$ cat src/rtl/chan_clk_pkg.sv
// Package: shared types and defaults for the channel phase sequencer.
// Assumes phases are numbered from zero in the order they are produced.
package chan_clk_pkg;

    localparam int unsigned DEF_PHASES = 8;

    // Sequencer states: idle, stepping through phases, frozen on a phase.
    typedef enum logic [1:0] {
        SEQ_IDLE = 2'd0,
        SEQ_RUN  = 2'd1,
        SEQ_HALT = 2'd2
    } seq_state_e;

endpackage

$ cat src/rtl/chan_clk_start_gate.sv
// Start gate: merges the maintenance step pulse with the rising edge of the
// transfer strobe into one start request. The strobe is armed only after
// it has been sampled low. Assumes both inputs are synchronous to clk.
module chan_clk_start_gate (
    input  logic clk,
    input  logic rst_n,
    input  logic xfer_i,
    input  logic step_i,
    output logic go_o
);

    logic armed_q;
    logic strobe_edge;

    // Arm the strobe path while the strobe is seen low; reset disarms it.
    always_ff @(posedge clk) begin
        if (!rst_n) armed_q <= 1'b0;
        else        armed_q <= ~xfer_i;
    end

    // A start comes from an armed strobe or from a step pulse.
    always_comb begin
        strobe_edge = xfer_i & armed_q;
        go_o        = strobe_edge | step_i;
    end


    strobe_single_chk: assert property (@(posedge clk) disable iff (!rst_n)
        strobe_edge |=> !strobe_edge);

endmodule

$ cat src/rtl/chan_clk_stop_match.sv
// Stop matcher: decodes the selected stop phase into a mask and reports
// whether a candidate phase index is the one to freeze on. Assumes the
// select is stable while it is in use.
module chan_clk_stop_match #(
    parameter int NUM_PHASES = chan_clk_pkg::DEF_PHASES,
    localparam int SEL_W = $clog2(NUM_PHASES)
) (
    input  logic             en_i,
    input  logic [SEL_W-1:0] sel_i,
    input  logic [SEL_W-1:0] cand_i,
    output logic             hit_o
);

    logic [NUM_PHASES-1:0] mask;

    // One mask bit per phase, set only for the enabled selected phase.
    for (genvar gi = 0; gi < NUM_PHASES; gi++) begin : g_mask
        assign mask[gi] = en_i && (sel_i == SEL_W'(gi));
    end

    // Look up the candidate in the mask.
    always_comb hit_o = mask[cand_i];

endmodule

$ cat src/rtl/chan_clk_seq_core.sv
// Sequencer core: holds the state, the current phase index and a flag
// recording whether this cycle has already halted. It asks the stop
// matcher about the phase it is about to enter. Assumes go_i is a
// single-cycle request per event.
module chan_clk_seq_core
    import chan_clk_pkg::*;
#(
    parameter int NUM_PHASES = DEF_PHASES,
    localparam int SEL_W = $clog2(NUM_PHASES)
) (
    input  logic             clk,
    input  logic             rst_n,
    input  logic             go_i,
    input  logic             hit_i,
    input  logic             stop_en_i,
    output logic [SEL_W-1:0] cand_o,
    output logic [SEL_W-1:0] idx_o,
    output logic             active_o,
    output logic             halted_o
);

    localparam logic [SEL_W-1:0] LAST_IDX = SEL_W'(NUM_PHASES - 1);

    seq_state_e       state_q, state_d;
    logic [SEL_W-1:0] idx_q, idx_d;
    logic             used_q, used_d;
    logic             at_last;

    // Candidate phase: A0 from idle, otherwise the phase after the current.
    always_comb begin
        at_last = (idx_q == LAST_IDX);
        cand_o  = (state_q == SEQ_IDLE) ? '0 : idx_q + 1'b1;
    end

    // Next-state logic for start, stepping, halting and release.
    always_comb begin
        state_d = state_q;
        idx_d   = idx_q;
        used_d  = used_q;
        unique case (state_q)
            SEQ_IDLE: begin
                if (go_i) begin
                    idx_d   = '0;
                    used_d  = hit_i;
                    state_d = hit_i ? SEQ_HALT : SEQ_RUN;
                end
            end
            SEQ_RUN: begin
                if (at_last) begin
                    idx_d   = '0;
                    state_d = SEQ_IDLE;
                end else begin
                    idx_d = idx_q + 1'b1;
                    if (hit_i && !used_q) begin
                        used_d  = 1'b1;
                        state_d = SEQ_HALT;
                    end
                end
            end
            SEQ_HALT: begin
                if (go_i) begin
                    if (at_last) begin
                        idx_d   = '0;
                        state_d = SEQ_IDLE;
                    end else begin
                        idx_d   = idx_q + 1'b1;
                        state_d = SEQ_RUN;
                    end
                end
            end
            default: begin
                idx_d   = '0;
                state_d = SEQ_IDLE;
            end
        endcase
    end

    // State registers with synchronous active-low reset.
    always_ff @(posedge clk) begin
        if (!rst_n) begin
            state_q <= SEQ_IDLE;
            idx_q   <= '0;
            used_q  <= 1'b0;
        end else begin
            state_q <= state_d;
            idx_q   <= idx_d;
            used_q  <= used_d;
        end
    end

    // Drive the status outputs from the state.
    always_comb begin
        idx_o    = idx_q;
        active_o = (state_q != SEQ_IDLE);
        halted_o = (state_q == SEQ_HALT);
    end


    run_advance_chk: assert property (@(posedge clk) disable iff (!rst_n)
        (state_q == SEQ_RUN && !at_last) |=> (active_o && idx_q == $past(idx_q) + 1'b1));


    halt_hold_chk: assert property (@(posedge clk) disable iff (!rst_n)
        (halted_o && !go_i) |=> (halted_o && $stable(idx_q)));


    halt_release_chk: assert property (@(posedge clk) disable iff (!rst_n)
        (halted_o && go_i) |=> !halted_o);


    single_halt_chk: assert property (@(posedge clk) disable iff (!rst_n)
        (state_q == SEQ_RUN && used_q) |=> !halted_o);


    no_halt_off_chk: assert property (@(posedge clk) disable iff (!rst_n)
        (!stop_en_i && !halted_o) |=> !halted_o);

endmodule

$ cat src/rtl/chan_clk_phase_dec.sv
// Phase decoder: turns the phase index into one-hot phase outputs,
// all low while the sequencer is idle.
module chan_clk_phase_dec #(
    parameter int NUM_PHASES = chan_clk_pkg::DEF_PHASES,
    localparam int SEL_W = $clog2(NUM_PHASES)
) (
    input  logic                  active_i,
    input  logic [SEL_W-1:0]      idx_i,
    output logic [NUM_PHASES-1:0] phase_o
);

    // One output per phase, high when active and the index matches.
    for (genvar gi = 0; gi < NUM_PHASES; gi++) begin : g_dec
        assign phase_o[gi] = active_i && (idx_i == SEL_W'(gi));
    end

endmodule

$ cat src/rtl/chan_step_clock.sv
// Top: stoppable channel phase sequencer. It starts on a strobe edge or a
// step pulse, walks A0..A(N-1) one per clock, and can freeze on a selected
// phase. Assumes all inputs are synchronous to clk.
module chan_step_clock #(
    parameter int NUM_PHASES = chan_clk_pkg::DEF_PHASES,
    localparam int SEL_W = $clog2(NUM_PHASES)
) (
    input  logic                  clk,
    input  logic                  rst_n,
    input  logic                  xfer_strobe_i,
    input  logic                  step_pulse_i,
    input  logic                  stop_en_i,
    input  logic [SEL_W-1:0]      stop_sel_i,
    output logic [NUM_PHASES-1:0] phase_o,
    output logic                  busy_o,
    output logic                  halted_o
);

    logic             go;
    logic             hit;
    logic             active;
    logic [SEL_W-1:0] cand;
    logic [SEL_W-1:0] idx;

    chan_clk_start_gate u_gate (
        .clk    (clk),
        .rst_n  (rst_n),
        .xfer_i (xfer_strobe_i),
        .step_i (step_pulse_i),
        .go_o   (go)
    );

    chan_clk_stop_match #(.NUM_PHASES(NUM_PHASES)) u_match (
        .en_i   (stop_en_i),
        .sel_i  (stop_sel_i),
        .cand_i (cand),
        .hit_o  (hit)
    );

    chan_clk_seq_core #(.NUM_PHASES(NUM_PHASES)) u_core (
        .clk       (clk),
        .rst_n     (rst_n),
        .go_i      (go),
        .hit_i     (hit),
        .stop_en_i (stop_en_i),
        .cand_o    (cand),
        .idx_o     (idx),
        .active_o  (active),
        .halted_o  (halted_o)
    );

    chan_clk_phase_dec #(.NUM_PHASES(NUM_PHASES)) u_dec (
        .active_i (active),
        .idx_i    (idx),
        .phase_o  (phase_o)
    );

    // Busy follows the sequencer's activity.
    always_comb busy_o = active;


    phase_onehot_chk: assert property (@(posedge clk) disable iff (!rst_n)
        $onehot0(phase_o) && (busy_o == (phase_o != '0)));


    reset_idle_chk: assert property (@(posedge clk)
        !rst_n |=> (phase_o == '0 && !busy_o && !halted_o));

endmodule

$ cat config.mk
export PLATFORM = sky130hd
export DESIGN_NAME = chan_step_clock
export DESIGN_NICKNAME = d
export VERILOG_FILES = /design/src/rtl/chan_clk_pkg.sv /design/src/rtl/chan_clk_start_gate.sv /design/src/rtl/chan_clk_stop_match.sv /design/src/rtl/chan_clk_seq_core.sv /design/src/rtl/chan_clk_phase_dec.sv /design/src/rtl/chan_step_clock.sv
export SDC_FILE = /design/constraint.sdc
export NUM_CORES = 1
export LEC_CHECK = 0
export ABC_AREA = 1
export ABC_CLOCK_PERIOD_IN_PS = 1700
export BUFFER_PORTS_ARGS = -buffer_cell sky130_fd_sc_hd__buf_2
export CORE_UTILIZATION = 45
export CTS_CLUSTER_DIAMETER = 40
export DETAILED_ROUTE_END_ITERATION = 8
export HOLD_SLACK_MARGIN = 0.02
export PLACE_DENSITY = 0.76
export SLEW_MARGIN = 20
export SYNTH_ARGS = -nofsm -noshare
export SYNTH_HDL_FRONTEND = slang
export SYNTH_SLANG_ARGS = --single-unit
$ cat constraint.sdc
create_clock -name clk -period 1.7 [get_ports clk]
set_input_delay 0.34 -clock clk [delete_from_list [all_inputs] [get_ports clk]]
set_output_delay 0.34 -clock clk [all_outputs]
set_load 0.01 [all_outputs]
==> flow_summary.json <==
{
  "cts.sinks": 7,
  "clk_latency_ps": 260,
  "synthesis.nets": 124,
  "grt_pass1_wl_mm": 2.25,
  "finalMaxSlewViolations": 0,
  "root_buffer": "clkbuf_4",
  "gp_congestion": 0.775,
  "maxCapViolCount": 0,
  "dieArea_mm2": 0.00169,
  "clockBufferDepth": 2,
  "hp-class": "in2reg",
  "clk_pin_slew_ps": 60,
  "fin_skew_ps": 11.5,
  "synth_cell_types": 17,
  "portBuffers": 17,
  "cp_top_family": "buffers and inverters",
  "utilization_pct": 70.6,
  "drt_iter0_markers": 8,
  "antenna_found_initial": 0,
  "period_share_pct": 94.6,
  "vias_per_cell": 4.95,
  "p_per_area_mw_per_mm2": 1720,
  "drt-total-wl_mm": 1.48,
  "drc_errors": 0,
  "netlist_instances": 106,
  "syn_to_final_growth_pct": 39.9,
  "grt_pass1_vias": 582,
  "multi_input_area_um2": 523,
  "grt_overflow": 0,
  "maxSlewHeadroom_pct": 84.8,
  "rsz0062_at_grt": "true",
  "final_net_count": 155,
  "p_leak_nw": 0.493,
  "synth_seq_area_share_pct": 20.3,
  "min_period_ps": 1610,
  "fill_cells": 108,
  "cp-start-kind": "flop",
  "track_usage_pct": 20.1,
  "cp_cell_sequence": "inv_2 > ha_4 > buf_6 > nor3_2 > buf_2",
  "cp.arrival_ps": 1270,
  "worstPathMaxFanout": 8,
  "ant_nets": 0,
  "crit_slowest_cell": "dfxtp_2",
  "rows": 13,
  "tightest_slew_ps": 226,
  "avgRoutedWirePerCell_um": 9.82,
  "antenna_cells": 0,
  "first_pass_iters": 4,
  "syn_avg_cell_area_um2": 6.50,
  "ir_drop_mv": 0.806,
  "grt_max_degree": 9,
  "outcome": "finished, final reports clean",
  "ys_warn_count": 0,
  "critPathBufInv": 3,
  "drive_above_1_share_pct": 44.1,
  "cts_hold_buf": 0,
  "numCtsBuffers": 3,
  "tns_ps": 0,
  "die_y_um": 41.1,
  "cts_tree": "done",
  "synth-seq-cells": 7,
  "synthesis.area_um2": 689,
  "slowest_delay_ps": 330,
  "hpwl_mm": 1.12,
  "fmax_mhz": 622,
  "fp.coreArea_mm2": 0.00137,
  "hold_violations": 0,
  "ios": 18,
  "h-tree-depth": 1,
  "worst-setup-path-type": "reg2out",
  "die-width_um": 41.1,
  "regArea_um2": 146,
  "num_vias": 747,
  "initial_core_util_pct": 50.5,
  "worst_ep_required_time_ps": 1360,
  "setup_viol": 0,
  "end_kind": "primary output"
}
sequential cells by signal (all words and copies together), names as in the netlist:
| name | flops |
|---|---|
| u_core.idx_o | 3 |
| u_core.state_q | 2 |
| u_core.used_q | 1 |
| u_gate.armed_q | 1 |
synthesized netlist by cell type, drive strengths merged:
cell,count,area (um^2)
a211oi,3,22.5
a31oi,2,12.5
nand3,9,70.1
nand4,1,6.26
nor3,6,30.0
dfxtp,7,140
a21oi,5,25.0
o21ai,3,15.0
inv,22,82.6
nand2,25,101
ha,10,125
clkbuf,1,13.8
nor2,12,45.0
power breakdown:
| group | internal (W) | switching [W] |
|---|---|---|
| logic | 0.000542 | 0.000670 |
| clock network | 0.0000899 | 0.0000673 |
| registers | 0.000235 | 0.0000558 |
timing repair:
| action | CTS | global route |
|---|---|---|
| buffers inserted | 1 | 3 |
| hold endpoints to repair | 0 | 0 |
| gates resized for setup | 6 | 18 |
| pin swaps | 0 | 2 |
| setup endpoints to repair | 9 | 11 |
cells in the final DEF (no fill, tap or decap):
cell type	n
a21oi_1	5
inv_2	6
nand4_1	1
nand3_1	3
buf_6	2
clkbuf_4	3
nand2_1	22
o21ai_0	1
nor2_1	11
nor3_2	6
buf_4	8
buf_2	17
o21ai_1	2
ha_4	2
a211oi_1	3
a31oi_1	2
dfxtp_2	5
nand2_2	3
ha_1	7
nand3_2	6
inv_1	16
dfxtp_1	2
nor2_4	1
clkbuf_1	1
ha_2	1
worst paths after layout:
| path | endpoint | start | slack [ps] | cells after the start |
|---|---|---|---|---|
| max | phase_o[5] | u_core.state_q[1] | 90 | 5 |
| min | u_gate.armed_q | xfer_strobe_i | 260 | 2 |
| max reg2reg | u_core.state_q[0] | u_core.idx_o[0] | 100 | 11 |
| min reg2reg | u_core.used_q | u_core.used_q | 470 | 2 |
metal layers:
layer  up-vias  global-route usage (%)  wire length [um]
met4         0                    7.26                22
met3         2                    4.89                33
met2        13                    36.3               767
met1       334                    22.4               660
li1        398                       -                 -
met5         -                       0                 0
final cells by class:
type	instances	share of cell area (%)
sequential	7	15.2
tap	15	1.95
inverter	22	8.56
multi-input combinational	76	54.2
clock buffer	4	2.72
timing repair buffer	27	17.4
kinds of logic after synthesis:
group                      synth area share [%]
adders and majority gates                  18.1
DFF                                        20.3
buffers and inverters                      14.0
and+or+nand+nor                            36.7
AOI/OAI and AO/OA                          10.9
stage by stage:
step | hold WS, ps | cells | setup slack (ps) | area [um^2] | total power (W)
final | 256 | 151 | 91.1 | 965 | 0.00166
after global placement | 464 | 143 | 74.2 | 825 | 0.00123
after CTS | 244 | 148 | 1.39 | 880 | 0.00149
after floorplan | 412 | 106 | 109 | 689 | 0.000984
after global routing | 242 | 151 | -10.2 | 965 | 0.00186
after detailed placement | 468 | 143 | 18.2 | 825 | 0.00124
Note: power is estimated with default switching activity, not from simulation.
